<file path="src/rtl/twcs_pkg.sv">
package twcs_pkg;
  typedef enum logic [2:0] {
    S_IDLE, S_ADDR, S_INSTR, S_DATA, S_READ, S_HOLD, S_IGNORE
  } twcs_state_e;

  localparam logic [1:0] KIND_XFER  = 2'd0;
  localparam logic [1:0] KIND_WRITE = 2'd1;
  localparam logic [1:0] KIND_READ  = 2'd2;
endpackage

</file>
<file path="src/rtl/twcs_sync.sv">
module twcs_sync #(
  parameter int STAGES = 2
) (
  input  logic clk,
  input  logic rst_n,
  input  logic d,
  output logic q
);
  logic [STAGES-1:0] chain_q;

  generate
    for (genvar i = 0; i < STAGES; i++) begin : g_stage
      if (i == 0) begin : g_first
        always_ff @(posedge clk or negedge rst_n)
          if (!rst_n) chain_q[0] <= 1'b1;
          else        chain_q[0] <= d;
      end else begin : g_rest
        always_ff @(posedge clk or negedge rst_n)
          if (!rst_n) chain_q[i] <= 1'b1;
          else        chain_q[i] <= chain_q[i-1];
      end
    end
  endgenerate

  assign q = chain_q[STAGES-1];
endmodule

</file>
<file path="src/rtl/twcs_linemon.sv">
module twcs_linemon #(
  parameter int STAGES = 2
) (
  input  logic clk,
  input  logic rst_n,
  input  logic scl_i,
  input  logic sda_i,
  output logic sda_now,
  output logic scl_rise,
  output logic scl_fall,
  output logic start_det,
  output logic stop_det
);
  logic scl_s, sda_s, scl_q, sda_q;

  twcs_sync #(.STAGES(STAGES)) u_scl (.clk(clk), .rst_n(rst_n), .d(scl_i), .q(scl_s));
  twcs_sync #(.STAGES(STAGES)) u_sda (.clk(clk), .rst_n(rst_n), .d(sda_i), .q(sda_s));

  always_ff @(posedge clk or negedge rst_n) begin
    if (!rst_n) begin
      scl_q <= 1'b1;
      sda_q <= 1'b1;
    end else begin
      scl_q <= scl_s;
      sda_q <= sda_s;
    end
  end

  assign sda_now   = sda_s;
  assign scl_rise  = scl_s & ~scl_q;
  assign scl_fall  = ~scl_s & scl_q;
  assign start_det = scl_s & scl_q & sda_q & ~sda_s;
  assign stop_det  = scl_s & scl_q & ~sda_q & sda_s;
endmodule

</file>
<file path="src/rtl/twcs_decode.sv">
module twcs_decode (
  input  logic [3:0] opcode,
  output logic       is_read,
  output logic       is_write
);
  always_comb begin
    is_read  = 1'b0;
    is_write = 1'b0;
    case (opcode)
      4'b1001, 4'b1011: is_read  = 1'b1;
      4'b1010, 4'b1100: is_write = 1'b1;
      default: ;
    endcase
  end
endmodule

</file>
<file path="src/rtl/twcs_top.sv">
module twcs_top
  import twcs_pkg::*;
#(
  parameter int          SYNC_STAGES = 2,
  parameter int          BYTE_W      = 8,
  parameter logic [3:0]  DEV_ID      = 4'b0101
) (
  input  logic              clk,
  input  logic              rst_n,
  input  logic              scl_i,
  input  logic              sda_i,
  output logic              sda_oe_o,
  input  logic [3:0]        strap_i,
  input  logic              busy_i,
  input  logic [BYTE_W-1:0] rd_data_i,
  output logic              cmd_valid_o,
  output logic [1:0]        cmd_kind_o,
  output logic [BYTE_W-1:0] cmd_instr_o,
  output logic [BYTE_W-1:0] cmd_data_o
);
  localparam int CNT_W    = $clog2(BYTE_W + 2);
  localparam int IDX_W    = $clog2(BYTE_W);
  localparam logic [CNT_W-1:0] ACK_CNT  = CNT_W'(BYTE_W);
  localparam logic [CNT_W-1:0] DONE_CNT = CNT_W'(BYTE_W + 1);

  logic sda_now, scl_rise, scl_fall, start_det, stop_det;
  logic is_read, is_write, addr_hit, active;

  twcs_state_e       state_q, state_d;
  logic [CNT_W-1:0]  bitcnt_q, bitcnt_d;
  logic [BYTE_W-1:0] rx_q, rx_d, tx_q, tx_d, instr_q, instr_d, data_q, data_d;
  logic              oe_q, oe_d, mack_q, mack_d, valid_q, valid_d;
  logic [1:0]        kind_q, kind_d;

  twcs_linemon #(.STAGES(SYNC_STAGES)) u_mon (
    .clk(clk), .rst_n(rst_n), .scl_i(scl_i), .sda_i(sda_i),
    .sda_now(sda_now), .scl_rise(scl_rise), .scl_fall(scl_fall),
    .start_det(start_det), .stop_det(stop_det)
  );

  twcs_decode u_dec (.opcode(rx_q[BYTE_W-1 -: 4]), .is_read(is_read), .is_write(is_write));

  assign addr_hit = (rx_q == {DEV_ID, strap_i}) && !busy_i;
  assign active   = (state_q == S_ADDR) || (state_q == S_INSTR) ||
                    (state_q == S_DATA) || (state_q == S_READ);

  always_comb begin
    state_d  = state_q;
    bitcnt_d = bitcnt_q;
    rx_d     = rx_q;
    tx_d     = tx_q;
    instr_d  = instr_q;
    data_d   = data_q;
    oe_d     = oe_q;
    mack_d   = mack_q;
    kind_d   = kind_q;
    valid_d  = 1'b0;
    if (start_det) begin
      state_d  = S_ADDR;
      bitcnt_d = '0;
      oe_d     = 1'b0;
    end else if (stop_det) begin
      if (state_q == S_HOLD) begin
        valid_d = 1'b1;
        kind_d  = KIND_XFER;
      end
      state_d = S_IDLE;
      oe_d    = 1'b0;
    end else if (active && scl_rise) begin
      if (bitcnt_q < ACK_CNT) rx_d = {rx_q[BYTE_W-2:0], sda_now};
      if (state_q == S_READ && bitcnt_q == ACK_CNT) mack_d = ~sda_now;
      bitcnt_d = bitcnt_q + 1'b1;
    end else if (active && scl_fall) begin
      if (bitcnt_q == ACK_CNT) begin
        case (state_q)
          S_ADDR: begin
            if (addr_hit) oe_d = 1'b1;
            else          state_d = S_IGNORE;
          end
          S_INSTR: begin
            oe_d    = 1'b1;
            instr_d = rx_q;
            if (is_read) begin
              valid_d = 1'b1;
              kind_d  = KIND_READ;
            end
          end
          S_DATA: begin
            oe_d    = 1'b1;
            data_d  = rx_q;
            valid_d = 1'b1;
            kind_d  = KIND_WRITE;
          end
          default: oe_d = 1'b0;
        endcase
      end else if (bitcnt_q == DONE_CNT) begin
        bitcnt_d = '0;
        oe_d     = 1'b0;
        case (state_q)
          S_ADDR:  state_d = S_INSTR;
          S_INSTR: begin
            if (is_read) begin
              state_d = S_READ;
              tx_d    = rd_data_i;
              oe_d    = ~rd_data_i[BYTE_W-1];
            end else if (is_write) begin
              state_d = S_DATA;
            end else begin
              state_d = S_HOLD;
            end
          end
          S_READ: begin
            if (mack_q) begin
              tx_d = rd_data_i;
              oe_d = ~rd_data_i[BYTE_W-1];
            end else begin
              state_d = S_IGNORE;
            end
          end
          default: state_d = S_IGNORE;
        endcase
      end else if (state_q == S_READ && bitcnt_q != '0) begin
        oe_d = ~tx_q[IDX_W'(BYTE_W-1) - bitcnt_q[IDX_W-1:0]];
      end
    end
  end

  always_ff @(posedge clk or negedge rst_n) begin
    if (!rst_n) begin
      state_q  <= S_IDLE;
      bitcnt_q <= '0;
      rx_q     <= '0;
      tx_q     <= '0;
      instr_q  <= '0;
      data_q   <= '0;
      oe_q     <= 1'b0;
      mack_q   <= 1'b0;
      kind_q   <= KIND_XFER;
      valid_q  <= 1'b0;
    end else begin
      state_q  <= state_d;
      bitcnt_q <= bitcnt_d;
      rx_q     <= rx_d;
      tx_q     <= tx_d;
      instr_q  <= instr_d;
      data_q   <= data_d;
      oe_q     <= oe_d;
      mack_q   <= mack_d;
      kind_q   <= kind_d;
      valid_q  <= valid_d;
    end
  end

  assign sda_oe_o    = oe_q;
  assign cmd_valid_o = valid_q;
  assign cmd_kind_o  = kind_q;
  assign cmd_instr_o = instr_q;
  assign cmd_data_o  = data_q;

  // the line driver moves only on a seen clock fall or framing event
  a_r11_oe_on_fall: assert property (@(posedge clk) disable iff (!rst_n)
    !$stable(oe_q) |-> $past(scl_fall || start_det || stop_det));

  // no address acknowledge while programming
  a_r5_busy_no_ack: assert property (@(posedge clk) disable iff (!rst_n)
    (state_q == S_ADDR && scl_fall && !start_det && !stop_det &&
     bitcnt_q == ACK_CNT && busy_i) |=> !oe_q);

  // released while ignoring, idle or holding a two-byte command
  a_r4_silent_when_passive: assert property (@(posedge clk) disable iff (!rst_n)
    (state_q == S_IGNORE || state_q == S_IDLE || state_q == S_HOLD) |-> !oe_q);

  // single-cycle command strobe
  a_r10_single_pulse: assert property (@(posedge clk) disable iff (!rst_n)
    valid_q |=> !valid_q);

  // START restarts address reception with the line released
  a_r2_start_restarts: assert property (@(posedge clk) disable iff (!rst_n)
    start_det |=> (state_q == S_ADDR && bitcnt_q == '0 && !oe_q));
endmodule

</file>
<file path="config.mk">
export PLATFORM = sky130hd
export DESIGN_NAME = twcs_top
export DESIGN_NICKNAME = d
export VERILOG_FILES = /design/src/rtl/twcs_pkg.sv /design/src/rtl/twcs_sync.sv /design/src/rtl/twcs_linemon.sv /design/src/rtl/twcs_decode.sv /design/src/rtl/twcs_top.sv
export SDC_FILE = /design/constraint.sdc
export NUM_CORES = 1
export LEC_CHECK = 0
export ABC_CLOCK_PERIOD_IN_PS = 6100
export BUFFER_PORTS_ARGS = -buffer_cell sky130_fd_sc_hd__buf_2
export CORE_ASPECT_RATIO = 1.1
export CORE_MARGIN = 3
export CORE_UTILIZATION = 60
export CTS_CLUSTER_DIAMETER = 150
export DETAILED_ROUTE_END_ITERATION = 7
export PLACE_DENSITY = 0.85
export SLEW_MARGIN = 20
export SYNTH_ARGS = -nofsm -noshare
export SYNTH_HDL_FRONTEND = slang
export SYNTH_HIERARCHICAL = 1
export SYNTH_SLANG_ARGS = --single-unit
</file>
<file path="constraint.sdc">
create_clock -name clk -period 6.1 [get_ports clk]
set_input_delay 0.305 -clock clk [delete_from_list [all_inputs] [get_ports clk]]
set_output_delay 0.305 -clock clk [all_outputs]
set_load 0.02 [all_outputs]
</file>
==> qor.csv <==
stage;metric;value;unit
sta;minimum clock period;2.662;ns
sta;Worst-Margin Slew;0.7053;ns
clock_tree;# clock sinks;50;
sta;final setup violation count;0;
sta;fin crit share;0.4365;
worst_hold_path;worst min path class;input pin to async pin;
placement;GPL Wtd Cong;0.8805;
power_and_ir_drop;Static Leak;1.276;nW
global_route;initial antenna violation count;0;
clock_tree;CTS buffer count;5;
detailed_routing;TritonRoute pass-1 iters;4;
clock_tree;# Post-CTS Setup Buffers;0;
detailed_routing;total wire length;4879;um
cells_and_area;number of inserted diodes;0;
cells_and_area;nets@finish;258;
yosys;Syn. warnings;6;
floorplanning;Placement Rows;23;
status;failing checks;negative hold slack;
setup_path;Buf/Inv on CP;0;
power_and_ir_drop;Pwr Density;289.7;mW/mm2
sta;Slew Limit Fails;0;
floorplanning;chip height;73.12;um
yosys;Synth Flop Type;dfrtp_1;
setup_path;CP max stage delay;0.62;ns
global_route;vias in the first global route;1712;
setup_path;Arr. time, crit path;2.85;ns
setup_path;Crit path max-delay family;simple AND/OR/NAND/NOR gates;
placement;DP Area;0.002654;mm2
status;outcome;complete, but fails checks;
setup_path;r2r setup slk;3.44;ns
clock_tree;clock root buffer;clkbuf_8;
cells_and_area;layout filler cell count;289;
setup_path;Crit Path Class;flop to flop;
clock_tree;Worst-Skew Late Latency;0.31;ns
cells_and_area;area grow syn2layout;11.35;%
detailed_routing;Via density;6.069;
setup_path;WP data required;6.29;ns
yosys;Yosys reg bits;50;
clock_tree;H-tree levels;2;
power_and_ir_drop;Max IR drop VDD;0.0001787;V
yosys;Post-Syn Area;0.002457;mm2
setup_path;CP startpoint kind;flop;
floorplanning;DIE AREA;0.004901;mm2
global_route;Tot GR Track Use;0.2250;
setup_path;slowest library cell on the worst path;nor2_1;
global_route;GR Overflow Total;0;
yosys;synth top area cells;dfrtp_1 45%, mux2_2 15%, dfstp_2 6.4%;
yosys;Synth top area share;0.4481;
detailed_routing;DRC viols;0;
setup_path;crit end category;flop;
sta;final hold violation count;5;
clock_tree;CTS clk-pin slew, worst paths;0.09;ns
floorplanning;die width;67.02;um
yosys;Seq/Total Area, Yosys;0.5122;
setup_path;most frequent cell on the critical path;nor2_1;
yosys;Yosys top cell by area;dfrtp_1;
sta;Fin Setup TNS;0;ns
global_route;first-pass GRT wire length;8190;um
placement;HPWL after detailed placement;3616;um
cells_and_area;share of layout cells above drive strength 1;0.3697;
yosys;synthesized netlist cell count;203;
run;max cap viols;0;
clock_tree;Max Root-Sink Buffers;2;
yosys;number of flops mapped to enable cells by yosys;0;
sta;Slew headroom;0.5280;
clock_tree;CTS tree;built;
detailed_routing;post-route ant nets;0;
yosys;average cell area after synthesis;12.11;um2
yosys;Netlist cell types;54;
global_route;largest net degree at the start of global routing;51;
cells_and_area;final instance area;0.002736;mm2
cells_and_area;FF+latch area;0.001259;mm2
clock_tree;post-CTS resize count;0;
floorplanning;Initial Util;0.6469;
floorplanning;# IOs;37;
setup_path;Critical Path, Cell by Cell;and4b_1, nor2_1, nand4_1, nor2_1, mux2_2;
sta;clk_skew;0.007424;ns
placement;Port Buf Inserts;36;
yosys;ys async rst share;1.000;
floorplanning;core outline area;0.003799;mm2
setup_path;critical path peak fanout;11;
yosys;Mapped Nets;223;
clock_tree;cts hold-fix bufs;0;
sta;final hold slack;-0.005408;ns
cells_and_area;area of the multi-input gates;0.001134;mm2
sta;Fmax achieved;375.6;MHz
detailed_routing;detailed-route wire length per cell;16.94;um
detailed_routing;drt initial violations;150;
detailed_routing;DR vias;1748;
sta;unrepaired setup endpoints after global routing;false;
[registers in the layout (all words and copies together) (netlist names), 2 cells and up]
name         flops
rx_q             8
cmd_data_o       8
cmd_kind_o       2
tx_q             8
cmd_instr_o      8
bitcnt_q         4
state_q          3
[worst reg2reg max path, stage by stage, from the launching register on]
cell and delay [ns]:
dfstp_2 0.54, and4b_1 0.30, nor2_1 0.39, nand4_1 0.29
nor2_1 0.62, mux2_2 0.42
[cells in the mapped netlist, types with 2 or more instances]
master and n:
a21oi_1 5, a31oi_1 2, and4b_1 3, buf_2 2, clkbuf_1 2, clkbuf_2 2
dfrtp_1 44, dfstp_2 6, ha_1 3, inv_1 5, mux2_1 2, mux2_2 32
mux4_1 2, nand2_1 10, nand3_1 5, nor2_1 12, nor2b_1 7, nor3b_1 4
nor4_1 3, nor4b_1 2, o211ai_1 2, o21ai_0 11, o22ai_1 2, or3_1 2
xor2_1 4
[area by class of cell]
| type | instances | area share |
|---|---|---|
| repair buffers | 36 | 0.06676 |
| flip-flops and latches | 50 | 0.4600 |
| well taps | 50 | 0.02286 |
| inverters | 5 | 0.006859 |
| clock inverters | 1 | 0.002743 |
| clock buffers | 6 | 0.02652 |
| multi-input cells | 140 | 0.4143 |
[stage by stage]
stage	worst slack, ns	instances	hold WS [ns]	util	power (mW)
after detailed placement	3.420	281	0.3472	0.6986	0.6143
after global placement	3.496	281	0.3456	0.6986	0.6071
after global routing	3.288	288	0.04059	0.7204	0.8364
final	3.438	288	-0.005408	0.7204	0.7927
after CTS	3.461	288	0.08546	0.7197	0.7982
after floorplan	3.935	203	0.009409	-	0.5637
[path summary, 6_finish.rpt]
kind                       cells past startpoint                endpoint              startpoint
min in group clk                               1  u_mon/u_scl/chain_q[0]                   scl_i
min                                            1                sda_oe_o                   rst_n
max reg2reg                                    5                 rx_q[5]             u_mon/sda_q
max                                            5                 rx_q[5]             u_mon/sda_q
max in group asynchronous                      1          cmd_instr_o[6]                   rst_n
min reg2reg                                    0           u_mon/u_scl/q  u_mon/u_scl/chain_q[0]
[power by group]
part,internal (mW),switching [mW]
logic,0.0838,0.0769
clock network,0.0788,0.106
registers,0.373,0.0744
[cell usage in the layout (no fill, tap or decap), types with 3 or more instances in the layout]
cell / n
o21ai_0: 11
nand3_1: 5
ha_1: 3
and4b_1: 3
nor2_1: 12
nor2b_1: 7
buf_2: 35
clkbuf_8: 5
nand2_1: 10
nor3b_1: 4
xor2_1: 4
a21oi_1: 5
inv_1: 5
dfstp_2: 6
mux2_2: 32
nor4_1: 3
dfrtp_1: 44
[routing by layer]
metal  wire length [um]  track usage  share of wire  vias to the layer above
met2               2404       0.3614           0.49                       66
met5                  0            0              0                        -
met1               2063       0.2948           0.42                      851
met4                126      0.08333          0.026                        0
met3                284      0.05547          0.058                       16
li1                   -            -              -                      815
[cells by family (layout without fill, tap and decap cells)]
| logic type | count (synthesis) | count (layout) | share of synthesized area |
|---|---|---|---|
| xor+xnor | 5 | 5 | 0.01782 |
| mux | 37 | 37 | 0.1813 |
| compound gates | 33 | 33 | 0.08809 |
| simple gates | 62 | 62 | 0.1589 |
| fa+ha+maj | 3 | 3 | 0.01528 |
| buf+inv | 13 | 48 | 0.02648 |
| flops | 50 | 50 | 0.5122 |
No activity file was read; power rests on OpenSTA's default activity.
